### src/rtl/capWalkPkg.sv
package capWalkPkg;
  localparam int OFF_W     = 12;
  localparam int WADDR_W   = OFF_W - 2;
  localparam int ID_W      = 16;
  localparam int VER_W     = 4;
  localparam logic [OFF_W-1:0] BASE_OFF = 12'h100;
  localparam logic [OFF_W-1:0] LAST_OFF = 12'hFF8;
  localparam logic [OFF_W:0]   SPACE_END = 13'h1000;
  localparam logic [OFF_W-1:0] MIN_SIZE = 12'd8;

  typedef struct packed {
    logic loadBase;
    logic advance;
    logic latchHdr;
    logic resEmpty;
    logic resFound;
    logic resTail;
    logic resAppend;
    logic resErr;
    logic wrTail;
    logic wrNew;
  } dpCmd_t;

  typedef struct packed {
    logic hdrZero;
    logic idMatch;
    logic nextZero;
    logic nextBad;
    logic hopsOut;
    logic firstHop;
    logic appendBad;
    logic newAtBase;
  } dpStat_t;
endpackage

### src/rtl/capWalkData.sv
module capWalkData
  import capWalkPkg::*;
#(
  parameter int MAX_HOPS = 1024
) (
  input  logic                clk,
  input  logic                rstN,
  input  dpCmd_t              cmd,
  input  logic [ID_W-1:0]     keyIn,
  input  logic [OFF_W-1:0]    newOffIn,
  input  logic [OFF_W-1:0]    newSizeIn,
  input  logic [ID_W-1:0]     newIdIn,
  input  logic [VER_W-1:0]    newVerIn,
  input  logic [31:0]         memRdata,
  output dpStat_t             stat,
  output logic [WADDR_W-1:0]  memAddr,
  output logic [31:0]         memWdata,
  output logic [OFF_W-1:0]    foundOffset,
  output logic [OFF_W-1:0]    prevOffset,
  output logic                errFlag
);
  localparam int HOP_W = $clog2(MAX_HOPS) + 1;

  logic [OFF_W-1:0] cur, prevReg, newOff, newSize;
  logic [ID_W-1:0]  key, newId;
  logic [VER_W-1:0] newVer;
  logic [31:0]      hdr;
  logic [HOP_W-1:0] hops;
  logic [OFF_W-1:0] nextPtr;

  assign nextPtr = memRdata[31:20];

  always_ff @(posedge clk) begin
    if (!rstN) begin
      cur <= '0; prevReg <= '0; newOff <= '0; newSize <= '0;
      key <= '0; newId <= '0; newVer <= '0; hdr <= '0; hops <= '0;
      foundOffset <= '0; prevOffset <= '0; errFlag <= 1'b0;
    end else begin
      if (cmd.loadBase) begin
        cur <= BASE_OFF; prevReg <= '0; hops <= '0;
        key <= keyIn; newOff <= newOffIn; newSize <= newSizeIn;
        newId <= newIdIn; newVer <= newVerIn;
        foundOffset <= '0; prevOffset <= '0; errFlag <= 1'b0;
      end
      if (cmd.latchHdr) hdr <= memRdata;
      if (cmd.advance) begin
        prevReg <= cur;
        cur     <= nextPtr;
        hops    <= hops + 1'b1;
      end
      if (cmd.resEmpty) begin foundOffset <= '0; prevOffset <= '0; end
      if (cmd.resFound) begin foundOffset <= cur; prevOffset <= prevReg; end
      if (cmd.resTail)  begin foundOffset <= '0; prevOffset <= cur; end
      if (cmd.resAppend) begin
        foundOffset <= newOff;
        prevOffset  <= stat.newAtBase ? '0 : cur;
      end
      if (cmd.resErr) begin
        foundOffset <= '0; prevOffset <= '0; errFlag <= 1'b1;
      end
    end
  end

  always_comb begin
    stat.hdrZero   = (memRdata == '0);
    stat.idMatch   = (key != '0) && (memRdata[ID_W-1:0] == key);
    stat.nextZero  = (nextPtr == '0);
    stat.nextBad   = (nextPtr < BASE_OFF) || (nextPtr > LAST_OFF);
    stat.hopsOut   = (hops == HOP_W'(MAX_HOPS - 1));
    stat.firstHop  = (hops == '0);
    stat.newAtBase = (newOff == BASE_OFF);
    stat.appendBad = (newOff < BASE_OFF) || (newOff[1:0] != 2'b00) ||
                     (newSize < MIN_SIZE) ||
                     (({1'b0, newOff} + {1'b0, newSize}) >= SPACE_END);
  end

  always_comb begin
    memAddr  = cmd.wrNew ? newOff[OFF_W-1:2] : cur[OFF_W-1:2];
    memWdata = cmd.wrTail ? {newOff, hdr[19:0]}
                          : {(stat.newAtBase ? hdr[31:20] : 12'h000), newVer, newId};
  end
endmodule

### src/rtl/capWalkCtrl.sv
module capWalkCtrl
  import capWalkPkg::*;
(
  input  logic    clk,
  input  logic    rstN,
  input  logic    start,
  input  logic    opAppend,
  input  dpStat_t stat,
  output dpCmd_t  cmd,
  output logic    memRe,
  output logic    memWe,
  output logic    done
);
  typedef enum logic [2:0] {
    S_IDLE, S_CHECK, S_READ, S_DECODE, S_WTAIL, S_WNEW, S_FIN
  } state_t;

  state_t state, nextState;
  logic   isApp;

  always_ff @(posedge clk) begin
    if (!rstN) begin
      state <= S_IDLE;
      isApp <= 1'b0;
    end else begin
      state <= nextState;
      if (state == S_IDLE && start) isApp <= opAppend;
    end
  end

  always_comb begin
    cmd       = '0;
    memRe     = 1'b0;
    memWe     = 1'b0;
    done      = 1'b0;
    nextState = state;
    unique case (state)
      S_IDLE: if (start) begin
        cmd.loadBase = 1'b1;
        nextState    = opAppend ? S_CHECK : S_READ;
      end
      S_CHECK: begin
        if (stat.appendBad) begin
          cmd.resErr = 1'b1;
          nextState  = S_FIN;
        end else begin
          nextState  = S_READ;
        end
      end
      S_READ: begin
        memRe     = 1'b1;
        nextState = S_DECODE;
      end
      S_DECODE: begin
        cmd.latchHdr = 1'b1;
        if (isApp && stat.newAtBase) begin
          nextState = S_WNEW;
        end else if (stat.firstHop && stat.hdrZero) begin
          if (isApp) cmd.resErr = 1'b1;
          else       cmd.resEmpty = 1'b1;
          nextState = S_FIN;
        end else if (!isApp && stat.idMatch) begin
          cmd.resFound = 1'b1;
          nextState    = S_FIN;
        end else if (stat.nextZero) begin
          if (isApp) nextState = S_WTAIL;
          else begin
            cmd.resTail = 1'b1;
            nextState   = S_FIN;
          end
        end else if (stat.nextBad || stat.hopsOut) begin
          cmd.resErr = 1'b1;
          nextState  = S_FIN;
        end else begin
          cmd.advance = 1'b1;
          nextState   = S_READ;
        end
      end
      S_WTAIL: begin
        memWe      = 1'b1;
        cmd.wrTail = 1'b1;
        nextState  = S_WNEW;
      end
      S_WNEW: begin
        memWe         = 1'b1;
        cmd.wrNew     = 1'b1;
        cmd.resAppend = 1'b1;
        nextState     = S_FIN;
      end
      S_FIN: begin
        done      = 1'b1;
        nextState = S_IDLE;
      end
      default: nextState = S_IDLE;
    endcase
  end
endmodule

### src/rtl/capWalker.sv
module capWalker
  import capWalkPkg::*;
#(
  parameter int MAX_HOPS = 1024
) (
  input  logic        clk,
  input  logic        rstN,
  input  logic        start,
  input  logic        opAppend,
  input  logic [15:0] keyId,
  input  logic [11:0] newOffset,
  input  logic [11:0] newSize,
  input  logic [15:0] newId,
  input  logic [3:0]  newVer,
  output logic        done,
  output logic [11:0] foundOffset,
  output logic [11:0] prevOffset,
  output logic        error,
  output logic        memRe,
  output logic        memWe,
  output logic [9:0]  memAddr,
  output logic [31:0] memWdata,
  input  logic [31:0] memRdata
);
  dpCmd_t  cmd;
  dpStat_t stat;

  capWalkCtrl uCtrl (
    .clk(clk), .rstN(rstN), .start(start), .opAppend(opAppend),
    .stat(stat), .cmd(cmd), .memRe(memRe), .memWe(memWe), .done(done)
  );

  capWalkData #(.MAX_HOPS(MAX_HOPS)) uData (
    .clk(clk), .rstN(rstN), .cmd(cmd),
    .keyIn(keyId), .newOffIn(newOffset), .newSizeIn(newSize),
    .newIdIn(newId), .newVerIn(newVer), .memRdata(memRdata),
    .stat(stat), .memAddr(memAddr), .memWdata(memWdata),
    .foundOffset(foundOffset), .prevOffset(prevOffset), .errFlag(error)
  );
endmodule

### config.mk
export PLATFORM = sky130hd
export DESIGN_NAME = capWalker
export DESIGN_NICKNAME = d
export VERILOG_FILES = /design/src/rtl/capWalkPkg.sv /design/src/rtl/capWalkData.sv /design/src/rtl/capWalkCtrl.sv /design/src/rtl/capWalker.sv
export SDC_FILE = /design/constraint.sdc
export NUM_CORES = 1
export LEC_CHECK = 0
export ABC_AREA = 1
export ABC_CLOCK_PERIOD_IN_PS = 4100
export BUFFER_PORTS_ARGS = -buffer_cell sky130_fd_sc_hd__buf_4
export CAP_MARGIN = 10
export CORE_MARGIN = 1
export CORE_UTILIZATION = 38
export CTS_CLUSTER_DIAMETER = 60
export CTS_CLUSTER_SIZE = 12
export DETAILED_ROUTE_END_ITERATION = 8
export PLACE_DENSITY = 0.71
export SYNTH_ARGS = -nofsm -noshare
export SYNTH_HDL_FRONTEND = slang
export SYNTH_HIERARCHICAL = 1
export SYNTH_SLANG_ARGS = --single-unit
### constraint.sdc
create_clock -name clk -period 4.1 [get_ports clk]
set_input_delay 0.82 -clock clk [delete_from_list [all_inputs] [get_ports clk]]
set_output_delay 0.82 -clock clk [all_outputs]
set_load 0.02 [all_outputs]
==> impl_metrics.toml, run 1 <==
[detailed_routing]
antenna_left = 0
wl_per_cell_um = 14.6
dr.first_iter.drc_count = 517
drtPass1Iterations = 5
totalWireLength_um = 22500
via_count = 7769
drc = 0
vias_per_cell = 5.03

[global_routing]
grt_pass1_wl_um = 36200
grt_use_total_pct = 22.4
grt_start_max_net_pins = 88
antenna_found_initial = 0
grt_overflow_total = 0
grt_pass1_vias = 7232

[logic_synthesis]
ys_seq_elements = 156
synth.largest_area_cell = "dfxtp_1"
synth_nets = 1249
synth-main-ff-cell = "dfxtp_1"
synth-edff-count = 0
synth_cells = 1139
syn_area_sq_um = 7650
seq_area_frac_synth_pct = 40.8
yosysWarnings = 6
synth.distinct_cells = 43
synth_area_leaders = "dfxtp_1 (41%), nor2_1 (12%), nand2_1 (12%)"
postSynthAreaPerCell_sq_um = 6.72
synth_top_area_share_pct = 40.8
async_reset_ff_share_pct = 0

[final_layout]
fin_area_sq_um = 9510
nFillCells = 2039
drive_gt1_share_pct = 19.2
fin_nets = 1377
n_antenna_cell = 0
syn_to_final_growth_pct = 24.2

[sta]
skew_ns = 0.00932
tns_ns = 0
period_minus_slack_ns = 3.44
fmax_mhz = 291
min_period_over_period_pct = 83.9
relSlewSlack_pct = 31.9
worstMarginPinSlew_ns = 1.02
drv_slew = 0
finalHoldViolCount = 0
rsz0062_at_grt = "no"
setup_viol = 0

[clock_tree]
cts_root_buf = "clkbuf_16"
clock_path_buffers = 2
cts_resized = 0
htreeDepth = 4
postCtsHoldBufs = 0
clk_pin_slew_worst_paths_ns = 0.07
worst_skew_pair.late_latency_ns = 0.43
numClockSinks = 156
post_cts_buffers = 0
cts_tree = "built"
cts_inserted_buffers = 17

[pwr]
finalPower_mw = 5.14
power.density_nw_per_um2 = 541
ir_worst_vdd_mv = 0.332
leakage_nw = 4.29

[setup_path]
cp.required_ns = 3.28
reg2reg_to = "uData/prevOffset[1]"
r2r-start = "uData/newOff[6]"
critPathCaptureType = "output port"
start_kind = "register"
crit_type = "register to output port"
cp_max_fo = 24
reg2reg_slack_ns = 1.29
r2r_cells = 15
cp.arrival_ns = 2.62

[place]
gp_congestion = 0.863
dpl.hpwl_um = 16000
port_buffers = 165
place_area_sq_um = 8970

[min_path]
hp-start = "uData/prevReg[5]"
min_path_type = "register to register"
min_to = "uData/prevReg[5]"
hold_path_depth = 2

[die]
fp.dieW_um = 144
rows = 51
ioPinCount = 166
initial_core_util_pct = 39.1
die-area_sq_um = 20700
die_y_um = 144
fp.coreArea_sq_um = 19600

[run_status]
outcome = "finished, final reports clean"

[job]
maxCapViolCount = 0
[sequential cells by signal, indices dropped and copies added, names as in the netlist, 3 cells and up]
signal	count
uData/hops	11
uData/newOff	12
uData/cur	12
uData/newVer	4
uData/newId	16
uCtrl/state	3
uData/prevOffset	12
uData/foundOffset	12
uData/key	16
uData/prevReg	12
uData/newSize	12
uData/hdr	32
[synth_stat cells, types with 3 or more instances]
cell type and number:
clkbuf_1 32, o22ai_2 5, nand4_1 7, buf_4 6, nor2_4 3, xnor2_1 7
buf_6 5, o21ai_0 128, nor3_1 5, buf_1 4, nand2_1 238, ha_1 13
nand2_2 4, inv_1 70, inv_2 11, nor2_2 4, buf_2 15, nand3_1 32
a21oi_1 113, o22ai_1 8, o21ai_1 10, dfxtp_1 156, nor2_1 239
[kinds of logic after synthesis]
family	count (synthesis)	share of synthesized area [%]
simple gates	543	29.0
compound gates	271	18.6
flops	156	40.8
buf+inv	148	8.40
fa+ha+maj	14	2.39
xor+xnor	7	0.801
[power by group]
part / switching (mW) / leakage (nW) / internal, mW
clock: 0.674 / 0.253 / 0.782
combinational: 1.11 / 2.77 / 0.591
sequential: 0.201 / 1.27 / 1.79
[routing by layer]
| layer | global-route usage, % | wire, um |
|---|---|---|
| met1 | 28.7 | 10100 |
| met3 | 4.60 | 1550 |
| met5 | 0 | 0 |
| met2 | 36.3 | 10200 |
| met4 | 9.80 | 669 |
[through the flow]
step | worst slack [ns] | util (%) | cells | hold slack (ns)
2_1_floorplan | 1.65 | - | 1139 | 0.439
3_3_place_gp | 0.846 | 45.8 | 1513 | 0.452
3_5_place_dp | 0.786 | 45.8 | 1513 | 0.458
4_1_cts | 0.692 | 48.5 | 1545 | 0.467
5_1_grt | 0.535 | 48.5 | 1545 | 0.486
6_report | 0.662 | 48.5 | 1545 | 0.469
[cell type report]
| class | count | area (sq um) | share of cell area, % |
|---|---|---|---|
| sequential | 156 | 3120 | 32.9 |
| timing repair buffer | 173 | 1300 | 13.7 |
| inverter | 84 | 322 | 3.38 |
| clock buffer | 17 | 425 | 4.47 |
| tap | 265 | 332 | 3.49 |
| multi-input combinational | 835 | 3890 | 40.9 |
| clock inverter | 15 | 114 | 1.20 |
[how the worst max path moves through the flow]
stage,start,to,slack [ns],cells past startpoint
2_1_floorplan,memRdata[12],uData/foundOffset[0],1.65,17
6_report,uCtrl/state[1],memWdata[29],0.66,7
3_5_place_dp,memRdata[25],uData/cur[8],0.79,15
3_3_place_gp,memRdata[24],uData/cur[8],0.85,15
4_1_cts,uCtrl/state[1],memWdata[29],0.69,7
5_1_grt,uCtrl/state[1],memWdata[26],0.53,7
[critical path, stage by stage, from the launching register on]
cell and delay, ns:
dfxtp_1 0.41, inv_1 0.14, nand3_1 0.10, inv_1 0.53
clkinv_1 0.20, buf_4 0.27, o22ai_1 0.31, buf_4 0.21
[layout by cell type, fill, tap and decap left out, types with 3 or more instances in the layout]
| cell type | count |
|---|---|
| nor2_2 | 6 |
| nand4_1 | 7 |
| o21ai_1 | 10 |
| nand2_2 | 4 |
| nand2_1 | 238 |
| clkbuf_16 | 17 |
| nand3_1 | 32 |
| inv_1 | 70 |
| xnor2_1 | 7 |
| buf_4 | 173 |
| o22ai_2 | 5 |
| inv_2 | 11 |
| clkinv_2 | 4 |
| a21oi_1 | 113 |
| nor3_1 | 5 |
| inv_6 | 6 |
| dfxtp_1 | 156 |
| o21ai_0 | 128 |
| nor2_1 | 237 |
| clkinvlp_4 | 5 |
| o22ai_1 | 8 |
| nor2_4 | 3 |
| ha_1 | 13 |
Power figures use the tool's default switching activity.
==> run 2: changes to the inputs <==
Settings changed: ABC_CLOCK_PERIOD_IN_PS 4100 to 3000, PLACE_DENSITY 0.71 to 0.73.
Clock period 4.1 ns to 3 ns, I/O delays scaled along.
==> impl_metrics.toml, run 2 (synthesized netlist as in run 1, its figures left out) <==
[run_status]
outcome = "finished, final reports clean"

[setup_path]
reg2reg_slack_ns = 0.38
cp.required_ns = 2.40
crit_type = "register to output port"
cp.arrival_ns = 2.10
r2r_cells = 14
critPathCaptureType = "output port"
r2r-start = "uData/newOff[6]"
reg2reg_to = "uData/prevOffset[11]"
start_kind = "register"
cp_max_fo = 24

[final_layout]
ff_latch_area_sq_um = 3120
largest_register = "uData/hdr"
reg.largest.list = "uData/hdr: 32 flops, uData/key: 16 flops, uData/newId: 16 flops"
final_cell_mix = "nand2_1 (238), nor2_1 (237), buf_4 (179)"
multiInputGateArea_sq_um = 3910
fin_nets = 1385
largest_reg_flops = 32
layout_commonest_cell = "nand2_1"
finalCoreUtilization_pct = 49.2
drive_gt1_share_pct = 19.7
syn_to_final_growth_pct = 25.9
nFillCells = 1986
fin_area_sq_um = 9640
n_antenna_cell = 0

[place]
place_area_sq_um = 9050
place_ws_ns = 0.0782
gp_congestion = 0.897
port_buffers = 165
dpl.hpwl_um = 16400

[die]
ioPinCount = 166
fp.coreArea_sq_um = 19600
die-area_sq_um = 20700
fp.dieW_um = 144
initial_core_util_pct = 39.1
rows = 51
die_y_um = 144

[global_routing]
grt_use_total_pct = 22.8
grt_start_max_net_pins = 103
grt_pass1_wl_um = 36800
antenna_found_initial = 1
grt_overflow_total = 0
grt_pass1_vias = 7299

[detailed_routing]
vias_per_cell = 5.03
totalWireLength_um = 22700
drtPass1Iterations = 5
dr.first_iter.drc_count = 525
wl_per_cell_um = 14.6
drc = 0
via_count = 7813
antenna_left = 0

[min_path]
min_path_type = "input port to register"
hold_path_depth = 3
min_to = "uData/key[2]"
hp-start = "keyId[2]"

[sta]
min_period_over_period_pct = 90.0
tns_ns = 0
rsz0062_at_grt = "no"
relSlewSlack_pct = 41.7
worstMarginPinSlew_ns = 0.875
period_minus_slack_ns = 2.70
layout_setup_ws_ns = 0.301
fmax_mhz = 370
drv_slew = 0
finalHoldViolCount = 0
setup_viol = 0
skew_ns = 0.0110

[clock_tree]
clk_pin_slew_worst_paths_ns = 0.07
cts_inserted_buffers = 17
cts_tree = "built"
post_cts_buffers = 0
numClockSinks = 156
worst_skew_pair.late_latency_ns = 0.43
cts_root_buf = "clkbuf_16"
clock_path_buffers = 2
postCtsHoldBufs = 0
htreeDepth = 4

[pwr]
finalPower_mw = 7.21
ir_worst_vdd_mv = 0.422
power.density_nw_per_um2 = 748
leakage_nw = 4.36

[job]
maxCapViolCount = 0
[run 2: cell types whose count changed in the layout (fill, tap and decap cells not counted), sizes merged]
cell and delta:
inv +1, buf +8, clkbuf +2, clkinvlp -1, clkinv -3, bufinv +1
[run 2: area by class of cell]
type                       instances  share of cell area (%)
clock inverter                    13                    1.35
tap                              265                    3.44
inverter                          84                    3.35
clock buffer                      19                    4.60
sequential                       156                    32.4
timing repair buffer             181                    14.4
multi-input combinational        835                    40.5
[run 2: metal layers]
metal | global-route usage, % | up-vias | part of all wire, %
met3 | 5.43 | 37 | 7.8
met2 | 37.2 | 275 | 46
met1 | 28.9 | 3549 | 44
li1 | - | 3950 | -
met5 | 0 | - | 0.053
met4 | 8.40 | 2 | 1.9
[run 2: worst max path at each step]
stage	cells after the start	from	slack [ns]	end
3_3_place_gp	14	memRdata[24]	0.10	uData/foundOffset[10]
5_1_grt	14	uData/newOff[6]	0.04	uData/prevOffset[11]
3_5_place_dp	14	memRdata[25]	0.08	uData/foundOffset[4]
4_1_cts	6	uData/newOff[2]	0.15	memWdata[25]
2_1_floorplan	17	memRdata[12]	0.77	uData/foundOffset[0]
6_report	6	uData/newOff[2]	0.30	memWdata[25]
[run 2: worst max-delay path: stages (launching register included)]
cell and delay, ns:
dfxtp_1 0.32, inv_1 0.24, nand2_1 0.09, nor2_1 0.18, nand3_4 0.29, o22ai_1 0.35
buf_4 0.21
[run 2: metrics by stage]
step / cells / hold WS [ns]
after floorplan: 1139 / 0.439
after global placement: 1521 / 0.449
after detailed placement: 1521 / 0.453
after CTS: 1553 / 0.380
after global routing: 1553 / 0.382
final: 1553 / 0.392
[run 2: repair_timing]
item / CTS / global route
pin swaps: 0 / 0
gates resized for setup: 1 / 2
endpoints found under the hold margin: 0 / 0
endpoints found under the setup margin: 24 / 2
[run 2: report_power, final]
group	total (mW)	leakage (nW)	switching, mW	internal [mW]
sequential	2.71	1.27	0.264	2.45
combinational	2.39	2.82	1.54	0.857
clock	2.11	0.268	0.924	1.18
